File: src/rtl/fsw_pkg.sv
package fsw_pkg;
  typedef enum logic [3:0] {
    ST_IDLE, ST_GAPA, ST_SYNCH, ST_PATH, ST_ADDR, ST_ACHK, ST_APAD, ST_SPLICE,
    ST_SYNCD, ST_PATD, ST_DATA, ST_DCHK, ST_DPAD, ST_TOL, ST_GAPB, ST_WAIT
  } seg_e;

  typedef enum logic [2:0] {SRC_ZERO, SRC_PAT, SRC_ADDR, SRC_CHK, SRC_DATA} src_e;

  typedef struct packed {
    logic       active;
    logic       ame;
    src_e       src;
    logic [2:0] addrIdx;
    logic       fault;
    logic       clrFault;
  } strobe_t;

  localparam int ADDR_LEN = 5;
endpackage

File: src/rtl/fsw_ctrl.sv
module fsw_ctrl
  import fsw_pkg::*;
#(
  parameter int GAP_AFTER  = 12,
  parameter int GAP_BEFORE = 4,
  parameter int SYNC_LEN   = 11,
  parameter int CHK_LEN    = 2,
  parameter int PAD_LEN    = 2,
  parameter int SPLICE_LEN = 1,
  parameter int DATA_LEN   = 16,
  parameter int TOL_LEN    = 3
) (
  input  logic    clk,
  input  logic    rst_n,
  input  logic    fmtEn,
  input  logic    sectorPulse,
  input  logic    dataValid,
  input  logic    chkValid,
  output logic    dataReady,
  output logic    chkReady,
  output strobe_t stb
);
  localparam int MAXLEN = GAP_AFTER + GAP_BEFORE + SYNC_LEN + CHK_LEN + PAD_LEN
                        + SPLICE_LEN + DATA_LEN + TOL_LEN + ADDR_LEN;
  localparam int CNT_W  = $clog2(MAXLEN + 1);

  seg_e             seg;
  logic [CNT_W-1:0] cnt;
  logic             starve;
  logic             lastByte;
  logic             inChk;

  function automatic int segLen(seg_e s);
    case (s)
      ST_GAPA:            return GAP_AFTER;
      ST_SYNCH, ST_SYNCD: return SYNC_LEN;
      ST_ADDR:            return ADDR_LEN;
      ST_ACHK, ST_DCHK:   return CHK_LEN;
      ST_APAD, ST_DPAD:   return PAD_LEN;
      ST_SPLICE:          return SPLICE_LEN;
      ST_DATA:            return DATA_LEN;
      ST_TOL:             return TOL_LEN;
      ST_GAPB:            return GAP_BEFORE;
      default:            return 1;
    endcase
  endfunction

  function automatic seg_e segNext(seg_e s);
    case (s)
      ST_GAPA:   return ST_SYNCH;
      ST_SYNCH:  return ST_PATH;
      ST_PATH:   return ST_ADDR;
      ST_ADDR:   return ST_ACHK;
      ST_ACHK:   return ST_APAD;
      ST_APAD:   return ST_SPLICE;
      ST_SPLICE: return ST_SYNCD;
      ST_SYNCD:  return ST_PATD;
      ST_PATD:   return ST_DATA;
      ST_DATA:   return ST_DCHK;
      ST_DCHK:   return ST_DPAD;
      ST_DPAD:   return ST_TOL;
      ST_TOL:    return ST_GAPB;
      ST_GAPB:   return ST_WAIT;
      default:   return s;
    endcase
  endfunction

  assign lastByte  = (cnt == CNT_W'(segLen(seg) - 1));
  assign inChk     = (seg == ST_ACHK) || (seg == ST_DCHK);
  assign dataReady = (seg == ST_DATA) && !starve;
  assign chkReady  = inChk && !starve;

  always_comb begin
    stb          = '0;
    stb.active   = (seg != ST_IDLE);
    stb.ame      = (seg == ST_GAPA);
    stb.addrIdx  = cnt[2:0];
    stb.clrFault = sectorPulse;
    stb.fault    = (dataReady && !dataValid) || (chkReady && !chkValid);
    case (seg)
      ST_PATH, ST_PATD: stb.src = SRC_PAT;
      ST_ADDR:          stb.src = SRC_ADDR;
      ST_ACHK, ST_DCHK: stb.src = starve ? SRC_ZERO : SRC_CHK;
      ST_DATA:          stb.src = starve ? SRC_ZERO : SRC_DATA;
      default:          stb.src = SRC_ZERO;
    endcase
  end

  always_ff @(posedge clk) begin
    if (!rst_n) begin
      seg    <= ST_IDLE;
      cnt    <= '0;
      starve <= 1'b0;
    end else if (sectorPulse) begin
      seg    <= fmtEn ? ST_GAPA : ST_IDLE;
      cnt    <= '0;
      starve <= 1'b0;
    end else if (seg != ST_IDLE && seg != ST_WAIT) begin
      if (lastByte) begin
        seg    <= segNext(seg);
        cnt    <= '0;
        starve <= 1'b0;
      end else begin
        cnt <= cnt + 1'b1;
        if (stb.fault) starve <= 1'b1;
      end
    end
  end
endmodule

File: src/rtl/fsw_datapath.sv
module fsw_datapath
  import fsw_pkg::*;
#(
  parameter logic [7:0] SYNC_PAT = 8'hFE
) (
  input  logic                  clk,
  input  logic                  rst_n,
  input  strobe_t               stb,
  input  logic [ADDR_LEN*8-1:0] hdrAddr,
  input  logic [7:0]            dataByte,
  input  logic                  dataValid,
  input  logic [7:0]            chkByte,
  input  logic                  chkValid,
  output logic [7:0]            wrByte,
  output logic                  wrValid,
  output logic                  writeGate,
  output logic                  addrMarkEn,
  output logic                  underrun
);
  logic [7:0] nextByte;
  logic [7:0] hdrBytes [ADDR_LEN];

  for (genvar g = 0; g < ADDR_LEN; g++) begin : g_hdr
    assign hdrBytes[g] = hdrAddr[(ADDR_LEN-g)*8-1 -: 8];
  end

  always_comb begin
    case (stb.src)
      SRC_PAT:  nextByte = SYNC_PAT;
      SRC_ADDR: nextByte = (int'(stb.addrIdx) < ADDR_LEN) ? hdrBytes[stb.addrIdx] : 8'h00;
      SRC_CHK:  nextByte = chkValid ? chkByte : 8'h00;
      SRC_DATA: nextByte = dataValid ? dataByte : 8'h00;
      default:  nextByte = 8'h00;
    endcase
  end

  always_ff @(posedge clk) begin
    if (!rst_n) begin
      wrByte     <= '0;
      wrValid    <= 1'b0;
      writeGate  <= 1'b0;
      addrMarkEn <= 1'b0;
      underrun   <= 1'b0;
    end else begin
      wrByte     <= nextByte;
      wrValid    <= stb.active;
      writeGate  <= stb.active;
      addrMarkEn <= stb.ame;
      if (stb.clrFault)   underrun <= 1'b0;
      else if (stb.fault) underrun <= 1'b1;
    end
  end
endmodule

File: src/rtl/fmt_sector_writer.sv
module fmt_sector_writer
  import fsw_pkg::*;
#(
  parameter int         GAP_AFTER  = 12,
  parameter int         GAP_BEFORE = 4,
  parameter int         SYNC_LEN   = 11,
  parameter int         CHK_LEN    = 2,
  parameter int         PAD_LEN    = 2,
  parameter int         SPLICE_LEN = 1,
  parameter int         DATA_LEN   = 16,
  parameter int         TOL_LEN    = 3,
  parameter logic [7:0] SYNC_PAT   = 8'hFE
) (
  input  logic        clk,
  input  logic        rst_n,
  input  logic        fmtEn,
  input  logic        sectorPulse,
  input  logic [39:0] hdrAddr,
  input  logic [7:0]  dataByte,
  input  logic        dataValid,
  output logic        dataReady,
  input  logic [7:0]  chkByte,
  input  logic        chkValid,
  output logic        chkReady,
  output logic [7:0]  wrByte,
  output logic        wrValid,
  output logic        writeGate,
  output logic        addrMarkEn,
  output logic        underrun
);
  strobe_t stb;

  fsw_ctrl #(
    .GAP_AFTER(GAP_AFTER), .GAP_BEFORE(GAP_BEFORE), .SYNC_LEN(SYNC_LEN),
    .CHK_LEN(CHK_LEN), .PAD_LEN(PAD_LEN), .SPLICE_LEN(SPLICE_LEN),
    .DATA_LEN(DATA_LEN), .TOL_LEN(TOL_LEN)
  ) u_ctrl (
    .clk(clk), .rst_n(rst_n), .fmtEn(fmtEn), .sectorPulse(sectorPulse),
    .dataValid(dataValid), .chkValid(chkValid),
    .dataReady(dataReady), .chkReady(chkReady), .stb(stb)
  );

  fsw_datapath #(.SYNC_PAT(SYNC_PAT)) u_dp (
    .clk(clk), .rst_n(rst_n), .stb(stb), .hdrAddr(hdrAddr),
    .dataByte(dataByte), .dataValid(dataValid),
    .chkByte(chkByte), .chkValid(chkValid),
    .wrByte(wrByte), .wrValid(wrValid), .writeGate(writeGate),
    .addrMarkEn(addrMarkEn), .underrun(underrun)
  );
endmodule

File: config.mk
export PLATFORM = sky130hd
export DESIGN_NAME = fmt_sector_writer
export DESIGN_NICKNAME = d
export VERILOG_FILES = /design/src/rtl/fsw_pkg.sv /design/src/rtl/fsw_ctrl.sv /design/src/rtl/fsw_datapath.sv /design/src/rtl/fmt_sector_writer.sv
export SDC_FILE = /design/constraint.sdc
export NUM_CORES = 1
export LEC_CHECK = 0
export BUFFER_PORTS_ARGS = -buffer_cell sky130_fd_sc_hd__buf_2
export CORE_UTILIZATION = 36
export CTS_CLUSTER_SIZE = 8
export DETAILED_ROUTE_END_ITERATION = 8
export MAX_ROUTING_LAYER = met4
export PLACE_DENSITY_LB_ADDON = 0.1
export SLEW_MARGIN = 10
export SYNTH_ARGS = -nofsm -noshare
export SYNTH_HDL_FRONTEND = slang
export SYNTH_SLANG_ARGS = --single-unit
File: constraint.sdc
create_clock -name clk -period 9 [get_ports clk]
set_input_delay 1.35 -clock clk [delete_from_list [all_inputs] [get_ports clk]]
set_output_delay 1.35 -clock clk [all_outputs]
set_load 0.01 [all_outputs]
# After elaboration in Yosys (flattened, before gate mapping)
# Memories as Yosys holds them, arrays and structs flattened. A register that Yosys moved wholly into a read port is not among the register bits.
# Cells that the tools add are included.
[op_classes]
add_sub_neg = 2
multipliers = 0
n_div = 0
order_cmp = 2
eq_ne = 20
shift = 0
muxes = 20
bitwise = 2
n_reduce_logical = 20
[op_table]
columns = ["cell", "count"]
rows = [
  ["$pmux 4 s14", 1],
  ["$mux 8", 5],
  ["$pmux 8 s4", 1],
  ["$eq 4x4->1 const B", 7],
  ["$bmux 8 s3", 1],
  ["$mux 4", 5],
  ["$eq 4x3->1 const B", 4],
  ["$reduce_bool 15->1", 1],
  ["$pmux 3 s4", 1],
  ["$eq 4x2->1 const B", 2],
  ["$add 6x1->6 const B", 1],
  ["$eq 3x2->1 const B", 2],
  ["$eq 6x6->1", 1],
  ["$mux 6", 1],
  ["$reduce_bool 2->1", 3],
  ["$reduce_or 2->1", 3],
  ["$sub 6x2->6 const B", 1],
  ["$logic_and 1x1->1", 5],
  ["$eq 4x1->1 const B", 1],
  ["$ge 4x4->1 const B", 1],
  ["$ne 4x4->1 const B", 1],
  ["$not 3->4", 1],
  ["$reduce_bool 4->1", 1],
  ["$eq 3x1->1 const B", 1],
  ["other kinds (10)", 15],
]
[word_totals]
register_bits = 22
latchBits = 0
ramBits = 0
romBits = 80
in_bits = 62
elab_cells = 74
n_memories = 1
[mem_list]
columns = ["memory", "depth", "word_bits", "read_ports", "rd_ports_with_merged_regs", "wr", "line", "rtl"]
rows = [
  ["(no name shown)", 16, 5, 1, 1, 0, "fsw_ctrl.sv:34", "case (s)"],
]

# Logic depth before layout (Yosys ltp)
# Gate-level depths: netlist of the first run.
[logic_depth]
ltp_word = 7
mapped_depth = 15

# Cells and area by module
# From an unflattened synthesis of the first run, not the netlist that was laid out.
[unflattened]
hier_cells = 234
hier_area_um2 = 2049.5
[by_module_without_submodules]
columns = ["module", "instances", "cells_each", "area_per_inst_um2"]
rows = [
  ["fsw_ctrl", 1, 135, 1172.4],
  ["fsw_datapath", 1, 99, 877.1],
]

# Least setup slack after synthesis of the first run
# No wires, ideal clock.
[synth_timing]
kind = "input-to-reg"
from = "input sectorPulse"
to = "register (tool-made name)"
arrival_time_ns = 3.204
slack_ns = 5.677
stages = 11
cell_sequence = "nand2b_1 -> clkbuf_1 -> a21o_1 -> buf_6 -> a22oi_4 -> ha_1 -> inv_1 -> or4_1 -> mux2_2 -> o21ai_1 -> a21oi_2"
[synth_rtl]
columns = ["element", "line", "rtl"]
rows = [
  ["start: declaration", "fmt_sector_writer.sv:17", "input logic sectorPulse,"],
]

==> summary.md, run 1 <==
| Metric | Value |
|---|---|
| # placed instances | 369 |
| CTS clk-pin slew, worst paths | 90 ps |
| Sw Share | 0.292 |
| Inserted Clock Buffers | 3 |
| Post-route ant nets | 0 |
| Initial DRC count | 84 |
| FF-to-FF setup slack | 5310 ps |
| Most frequent cells in the layout | 75 x buf_2, 33 x nand2_1, 27 x dfxtp_1 |
| Top FF cell, synth | dfxtp_1 |
| Total GRT Usage | 0.185 |
| RSZ-0062 raised after global routing | no |
| Non-filler cells, final | 373 |
| Post-CTS setup buffers | 0 |
| Post-synth ARST share | 0 |
| Cell Area, Synth | 0.00196 mm2 |
| Clock period minus worst slack | 3690 ps |
| Post-synth cell types | 57 |
| Worst Tran Pin Value | 932 ps |
| GP Congestion | 0.793 |
| Share of power burned in registers | 0.487 |
| PortBufs | 75 |
| First-pass GRT wire length | 7870 um |
| Final Instance Area | 0.00242 mm2 |
| Worst path required time | 9170 ps |
| Psw | 77.4 uW |
| Area of the core | 0.00517 mm2 |
| CP startpoint kind | flop |
| CTS Sinks | 27 |
| Final Net Count | 372 |
| Clk_lat worst skew | 270 ps |
| Post-synth EDFFs | 0 |
| Crit path DAT | 3860 ps |
| Period utilization | 0.410 |
| Post-CTS Resized | 0 |
| Synth warnings | 0 |
| Sequential share of the synthesized area | 0.276 |
| Commonest non-fill, non-tap cell in the layout | buf_2 |
| Final Slew Violations | 0 |
| Die Wd | 75.8 um |
| Syn_nets | 303 |
| #FFs+latches synth | 27 |
| Hold_buf cts | 0 |
| Power share of the combinational group | 0.248 |
| Die area | 0.00574 mm2 |
| Crit Path Class | reg -> reg |
| DRC viols | 0 |
| Drt pass-1 iters | 4 |
| Top post-synthesis cells by area | dfxtp_1 28%, mux4_2 9.2%, nand2_1 6.3%, nor2_1 4.6%, ha_1 3.8% |
| Routed WL | 5080 um |
| # setup viols final | 0 |
| P_leak | 0.00106 uW |
| Root buf cell | clkbuf_8 |
| Via Count | 1890 |
| Worst hold path class | reg -> reg |
| Util after Layout | 0.467 |
| Internal power | 188 uW |
| Status | finished, final reports clean |
| Chip height | 75.8 um |
| Worst hold slack | 447 ps |
| Slew HR | 0.372 |
| Power Density | 110 mW/mm2 |
| CP endpoint kind | flop |
| Initial Util | 0.379 |
| N_diodes | 0 |
| CTS tree | yes |
| Area grow syn2layout | 23.4% |
| Critical path peak fanout | 13 |
| Largest net degree at the start of global routing | 16 |
| Initial antenna violation count | 0 |
| Max-Cap Viols | 0 |
| Cell count after synthesis | 235 |
| Synth area leader | dfxtp_1 |
| Std-Cell Rows | 26 |
| Clock Skews | 2.71 ps |
| Setup TNS | 0 ps |
| Clock power frac | 0.264 |
| Mapped Avg Cell Area | 8.34 um2 |
| Post-DP HPWL | 3970 um |
| Worst IR drop on VDD | 50.5 uV |
| Vias in the first global route | 1687 |
| Final hold vios | 0 |
| # H-tree levels | 1 |
| Clk buf depth | 2 |
| Synth top area share | 0.276 |
| Vias/cell | 5.07 |
| Highest clock rate | 0.271 GHz |
| # IOs | 76 |
| Grt ovf | 0 |
| Routed length per instance | 13.6 um |
| Area after DPL | 0.00237 mm2 |
| Ratio of cells with drive above 1 in the final layout | 0.323 |
per-layer routing:
layer / up-vias / global-route usage / wire (um)
met5: - / - / 0
met4: 0 / 0.0370 / 27
met3: 2 / 0.0317 / 308
met2: 53 / 0.283 / 2370
met1: 856 / 0.255 / 2370
li1: 979 / - / -
power groups by stage:
stage	logic (uW)	clock network, uW	registers, uW
after floorplan	48.1	0	128
after global placement	65.0	0	132
after detailed placement	65.6	0	132
after CTS	66.1	72.2	130
after global routing	73.3	75.2	131
final	65.9	70.2	129
per-stage QoR:
step / setup slack (ps) / power [uW]
after floorplan: 5680 / 177
after CTS: 5280 / 268
after global placement: 5320 / 197
final: 5310 / 265
after detailed placement: 5290 / 198
after global routing: 4980 / 279
kinds of logic after synthesis:
logic type	Yosys count	synth area share
mux	12	0.113
simple gates	95	0.259
flops	27	0.276
buf+inv	32	0.0677
fa+ha+maj	6	0.0383
compound gates	52	0.197
xor+xnor	11	0.0492
synthesized netlist by cell type, types with 2 or more instances:
cell / count
a21o_1: 2
xor2_1: 6
ha_1: 6
dfxtp_1: 27
nor2b_1: 2
nand3_1: 4
a211oi_1: 2
o21ai_0: 11
a22oi_1: 2
a21oi_2: 2
o211ai_1: 2
clkbuf_1: 7
nor4_1: 2
nor4b_2: 2
or4_1: 2
xnor2_1: 5
inv_1: 20
nor3b_1: 3
nand2b_1: 5
nand4_1: 2
mux4_2: 8
o21ai_1: 2
nor2_1: 24
nand2_1: 33
a221oi_1: 7
buf_1: 2
a21oi_1: 7
or3_1: 3
o22a_1: 2
mux2i_1: 3
nor3_1: 4
worst paths after layout:
kind,start,endpoint,cells after the start
setup / recovery,u_ctrl.cnt[0],flop,11
hold reg to reg,u_dp.underrun,u_dp.underrun,2
setup reg to reg,u_ctrl.cnt[0],flop,11
hold / removal,u_dp.underrun,u_dp.underrun,2
critical path, stage by stage, from the launching register on:
cell and delay [ps]:
dfxtp_1 790, xnor2_1 150, a211oi_1 270, o31ai_2 190
nor4b_2 520, o211ai_1 270, ha_1 440, inv_1 70
or4_1 460, mux2_2 280, o21ai_1 90, a21oi_2 40
final cells by class:
class | count | area (um2)
inverter | 20 | 75.1
multi-input combinational | 176 | 1290
sequential | 27 | 541
clock buffer | 4 | 45.0
fill | 550 | 2760
tap | 70 | 87.6
timing repair buffer | 76 | 383
(Power assumes the default switching activity.)
==> inputs of run 2 (changes only) <==
ABC_AREA = 1   (was unset)
clock period = 3.5 ns   (was 9 ns; I/O delays follow)
==> summary.md, run 2 <==
| Metric | Value |
|---|---|
| Largest net degree at the start of global routing | 25 |
| Worst hold path class | reg -> reg |
| Syn_nets | 405 |
| Tot Pwr | 714 uW |
| Die Wd | 78.6 um |
| Clock power frac | 0.250 |
| Cell Area, Synth | 0.00211 mm2 |
| Initial DRC count | 134 |
| # H-tree levels | 1 |
| Post-DP HPWL | 4660 um |
| Cell count after synthesis | 337 |
| Synth top area share | 0.256 |
| Top FF cell, synth | dfxtp_1 |
| Psw | 231 uW |
| Synth area leader | dfxtp_1 |
| Worst hold slack | 495 ps |
| First-pass GRT wire length | 9560 um |
| Most numerous cell in the Yosys netlist | nand2_1 |
| Crit path DAT | 2590 ps |
| CP cell instances | inv_1 -> ha_1 -> nand2_1 -> nand2_1 -> nor2_2 -> nand3_4 -> nor2_4 -> nand3_4 -> o21ai_2 -> nand2_1 -> ha_1 -> nand3_2 -> nand3_1 -> nand2_1 |
| Routed length per instance | 12.1 um |
| Clock period minus worst slack | 2420 ps |
| Initial Util | 0.378 |
| Post-synth cell types | 38 |
| GP Congestion | 0.870 |
| Crit Path Class | reg -> reg |
| Setup TNS | 0 ps |
| Area of the core | 0.00557 mm2 |
| Clk_lat worst skew | 270 ps |
| #FFs+latches synth | 27 |
| PortBufs | 75 |
| Power share of the combinational group | 0.291 |
| Initial antenna violation count | 0 |
| Sw Share | 0.323 |
| Total GRT Usage | 0.200 |
| Slew HR | 0.439 |
| Share of power burned in registers | 0.459 |
| Power Density | 276 mW/mm2 |
| Period utilization | 0.692 |
| Worst Tran Pin Value | 835 ps |
| P_leak | 0.00142 uW |
| Crit-path max cell delay | 380 ps |
| Worst path required time | 3670 ps |
| Highest clock rate | 0.413 GHz |
| Vias/cell | 4.93 |
| Family with the most delay on the worst path | simple AND/OR/NAND/NOR gates |
| # IOs | 76 |
| Status | finished, final reports clean |
| Clock Skews | 7.48 ps |
| Post-synth ARST share | 0 |
| Root buf cell | clkbuf_8 |
| Routed WL | 5840 um |
| Sequential share of the synthesized area | 0.256 |
| Std-Cell Rows | 27 |
| Post-CTS Resized | 0 |
| Hold_buf cts | 0 |
| Critical path peak fanout | 7 |
| # setup viols final | 0 |
| N_diodes | 0 |
| Clk buf depth | 2 |
| Final Slew Violations | 0 |
| Post-CTS setup buffers | 0 |
| Internal power | 484 uW |
| Area grow syn2layout | 22.8% |
| CTS tree | yes |
| Most frequent cells after synthesis | 103 x nand2_1, 45 x inv_1, 33 x nand3_1 |
| Synth warnings | 0 |
| Commonest non-fill, non-tap cell in the layout | nand2_1 |
| DRC viols | 0 |
| Via Count | 2373 |
| Ratio of cells with drive above 1 in the final layout | 0.276 |
| Grt ovf | 0 |
| Post-route ant nets | 0 |
| Die area | 0.00617 mm2 |
| # placed instances | 477 |
| Chip height | 78.6 um |
| Worst path bufs/invs | 1 |
| Max-Cap Viols | 0 |
| CP endpoint kind | flop |
| Mapped Avg Cell Area | 6.26 um2 |
| Final Net Count | 478 |
| Vias in the first global route | 2078 |
| Drt pass-1 iters | 4 |
| CTS Sinks | 27 |
| Top post-synthesis cells by area | dfxtp_1 26%, nand2_1 18%, inv_1 8.0%, nand3_1 7.8%, ha_1 3.6% |
| Non-filler cells, final | 481 |
| FILL cells | 611 |
| Final hold vios | 0 |
| Worst IR drop on VDD | 116 uV |
| Util after Layout | 0.465 |
| Post-synth EDFFs | 0 |
| Inserted Clock Buffers | 3 |
| Most frequent cells in the layout | 103 x nand2_1, 75 x buf_2, 45 x inv_1 |
| Most Frequent Cell on Critical Path | nand2_1 |
| CP startpoint kind | flop |
| RSZ-0062 raised after global routing | no |
| CTS clk-pin slew, worst paths | 90 ps |
| Slowest CP cell | ha_1 |
[run 2: stage by stage]
step	instance area, um2	worst slack (ps)
2_1_floorplan	2110	1310
3_3_place_gp	2540	1120
3_5_place_dp	2540	1070
4_1_cts	2590	1080
5_1_grt	2590	837
6_report	2590	1080
[run 2: worst reg2reg max path, cell delays in order, from the launching register on]
cell and delay (ps):
dfxtp_1 330, inv_1 100, ha_1 340, nand2_1 100, nand2_1 70, nor2_2 120, nand3_4 90, nor2_4 110
nand3_4 120, o21ai_2 170, nand2_1 160, ha_1 380, nand3_2 80, nand3_1 100, nand2_1 60
[run 2: kinds of logic (layout without fill, tap and decap cells)]
group / after synthesis / in the layout / synth area share
XOR/XNOR: 1 / 1 / 0.00415
flip-flops: 27 / 27 / 0.256
AND/OR/NAND/NOR: 193 / 193 / 0.444
AO/OA/AOI/OAI: 44 / 44 / 0.136
adder cells (fa/ha/maj): 6 / 6 / 0.0356
buffers and inverters: 66 / 138 / 0.124
[run 2: power by group through the flow]
stage | registers [uW] | clock network, uW | logic [uW]
floorplan | 332 | 0 | 143
global placement | 335 | 0 | 206
detailed placement | 335 | 0 | 207
CTS | 328 | 191 | 208
global route | 329 | 202 | 235
finish | 328 | 179 | 208
[run 2: final cells by class]
cell class                      instances  area, um2  area share
Clock buffer                            4       45.0      0.0174
Inverter                               58        224      0.0865
Multi-Input combinational cell        244       1310       0.505
Sequential cell                        27        541       0.209
Tap cell                               72       90.1      0.0348
Timing Repair Buffer                   76        383       0.148
[run 2: worst paths after layout]
kind,start,to,slack [ps],depth (start not counted)
setup reg to reg,flop,flop,1080,14
setup / recovery,flop,flop,1080,14
hold / removal,u_dp.underrun,u_dp.underrun,500,2
hold reg to reg,u_dp.underrun,u_dp.underrun,500,2
[run 2: metal layers]
| layer | vias up | routed length (um) | track usage |
|---|---|---|---|
| met5 | - | 0 | - |
| met1 | 1043 | 2860 | 0.263 |
| li1 | 1245 | - | - |
| met2 | 72 | 2590 | 0.313 |
| met4 | 0 | 147 | 0.0741 |
| met3 | 13 | 236 | 0.0244 |
==> inputs of run 3 (changes only) <==
ABC_AREA = 0   (was 1)
clock period = 2.3 ns   (was 3.5 ns; I/O delays follow)
==> summary.md, run 3 (synthesis results as in run 1) <==
| Metric | Value |
|---|---|
| Share of power burned in registers | 0.422 |
| Clock Skews | 8.36 ps |
| Failing checks | setup timing |
| Critical path peak fanout | 4 |
| Clk_lat worst skew | 280 ps |
| Worst hold slack | 299 ps |
| Slew HR | 0.422 |
| Total GRT Usage | 0.197 |
| FILL cells | 504 |
| CTS tree | yes |
| Worst Hold End | u_dp.wrByte[6] |
| Via Count | 2081 |
| GP Congestion | 0.782 |
| Slowest CP cell | or4b_4 |
| Worst path required time | 2460 ps |
| Initial DRC count | 50 |
| Inserted Clock Buffers | 3 |
| # IOs | 76 |
| CP endpoint kind | flop |
| Hold depth | 3 |
| Psw | 351 uW |
| Clock power frac | 0.241 |
| # H-tree levels | 1 |
| Hold_buf cts | 0 |
| Vias/cell | 5.01 |
| Largest net degree at the start of global routing | 17 |
| Crit path DAT | 3150 ps |
| Area of the core | 0.00517 mm2 |
| Multi-input gate area | 0.00139 mm2 |
| Internal power | 818 uW |
| Initial antenna violation count | 0 |
| # setup viols final | 4 |
| Initial Util | 0.379 |
| Std-Cell Rows | 26 |
| Worst path bufs/invs | 2 |
| Tot Pwr | 1170 uW |
| Sw Share | 0.300 |
| First-pass GRT wire length | 8380 um |
| Crit Path Class | reg -> reg |
| Commonest non-fill, non-tap cell in the layout | buf_2 |
| N_diodes | 0 |
| PortBufs | 75 |
| Highest clock rate | 0.335 GHz |
| P_leak | 0.00130 uW |
| CP cell instances | or3_4 -> or4b_4 -> nand3_4 -> buf_6 -> nor4b_4 -> nand3_1 -> o211ai_1 -> ha_1 -> inv_2 -> or4_1 -> mux2_4 -> o21ai_2 -> a21oi_2 |
| Die Wd | 75.8 um |
| Max-Cap Viols | 0 |
| Grt ovf | 0 |
| CTS Sinks | 27 |
| Drt pass-1 iters | 4 |
| Period utilization | 1.30 |
| Clk buf depth | 2 |
| CTS clk-pin slew, worst paths | 100 ps |
| Worst Tran Pin Value | 861 ps |
| Area grow syn2layout | 46.7% |
| Ratio of cells with drive above 1 in the final layout | 0.461 |
| Worst IR drop on VDD | 278 uV |
| RSZ-0062 raised after global routing | yes |
| Power Density | 407 mW/mm2 |
| Hold Path Origin | chkByte[6] |
| Setup ws final | -687 ps |
| Power share of the combinational group | 0.336 |
| Final hold vios | 0 |
| Vias in the first global route | 1774 |
| Worst hold path class | in -> reg |
| Final Slew Violations | 0 |
| Post-DP HPWL | 4320 um |
| DRC viols | 0 |
| Reg2reg path depth | 13 |
| Most frequent cells in the layout | 75 x buf_2, 38 x buf_4, 32 x nand2_1 |
| Family with the most delay on the worst path | simple AND/OR/NAND/NOR gates |
| Routed length per instance | 13.2 um |
| Final Net Count | 414 |
| Root buf cell | clkbuf_8 |
| Crit-path max cell delay | 500 ps |
| Chip height | 75.8 um |
| Seq. cell area | 543 um2 |
| Status | finished, violations left |
| CP startpoint kind | flop |
| Die area | 0.00574 mm2 |
| Clock period minus worst slack | 2990 ps |
| FF-to-FF setup slack | -690 ps |
| Routed WL | 5490 um |
| Post-route ant nets | 0 |
## run 3: stage by stage
stage / setup WS, ps / area (um2) / util / std cells / setup TNS (ps)
after floorplan: -767 / 1980 / - / 235 / -2230
after global routing: -798 / 2870 / 0.556 / 415 / -2590
after detailed placement: -668 / 2710 / 0.524 / 410 / -2420
final: -687 / 2870 / 0.556 / 415 / -2090
after global placement: -643 / 2710 / 0.524 / 410 / -2360
after CTS: -629 / 2820 / 0.544 / 415 / -2000
## run 3: tightest hold or removal path: cells and delay by family
| family | cells | cell delay, ps |
|---|---|---|
| buf+inv | 1 | 70 |
| simple gates | 1 | 70 |
| compound gates | 1 | 60 |
## run 3: final cells by class
type | instances | area share
Sequential cell | 27 | 0.189
Clock inverter | 1 | 0.00261
Inverter | 20 | 0.0270
Multi-Input combinational cell | 176 | 0.484
Tap cell | 70 | 0.0305
Timing Repair Buffer | 118 | 0.253
Clock buffer | 3 | 0.0144
## run 3: layer usage
metal | GRT usage | wire (um) | vias up
met1 | 0.270 | 2590 | 970
met3 | 0.0370 | 180 | 6
met2 | 0.301 | 2650 | 42
met5 | - | 0 | -
li1 | - | - | 1063
met4 | 0.0412 | 73 | 0
## run 3: power by group through the flow
stage	clock network, uW	registers (uW)	logic, uW
2_1_floorplan	0	504	195
3_3_place_gp	0	503	346
3_5_place_dp	0	504	347
4_1_cts	293	493	365
5_1_grt	311	496	432
6_report	282	494	393
## run 3: how the worst max path moves through the flow
stage                      end  slack [ps]  cells past startpoint
after floorplan           flop        -770                     13
after global placement    flop        -640                     15
after detailed placement  flop        -670                     13
after CTS                 flop        -630                     13
after global routing      flop        -800                     13
final                     flop        -690                     13
## run 3: repair_timing
action	CTS	global route
resized for setup	10	16
gates cloned	0	0
pin swaps	5	9
setup endpoints to repair	5	7
buffers inserted	2	3
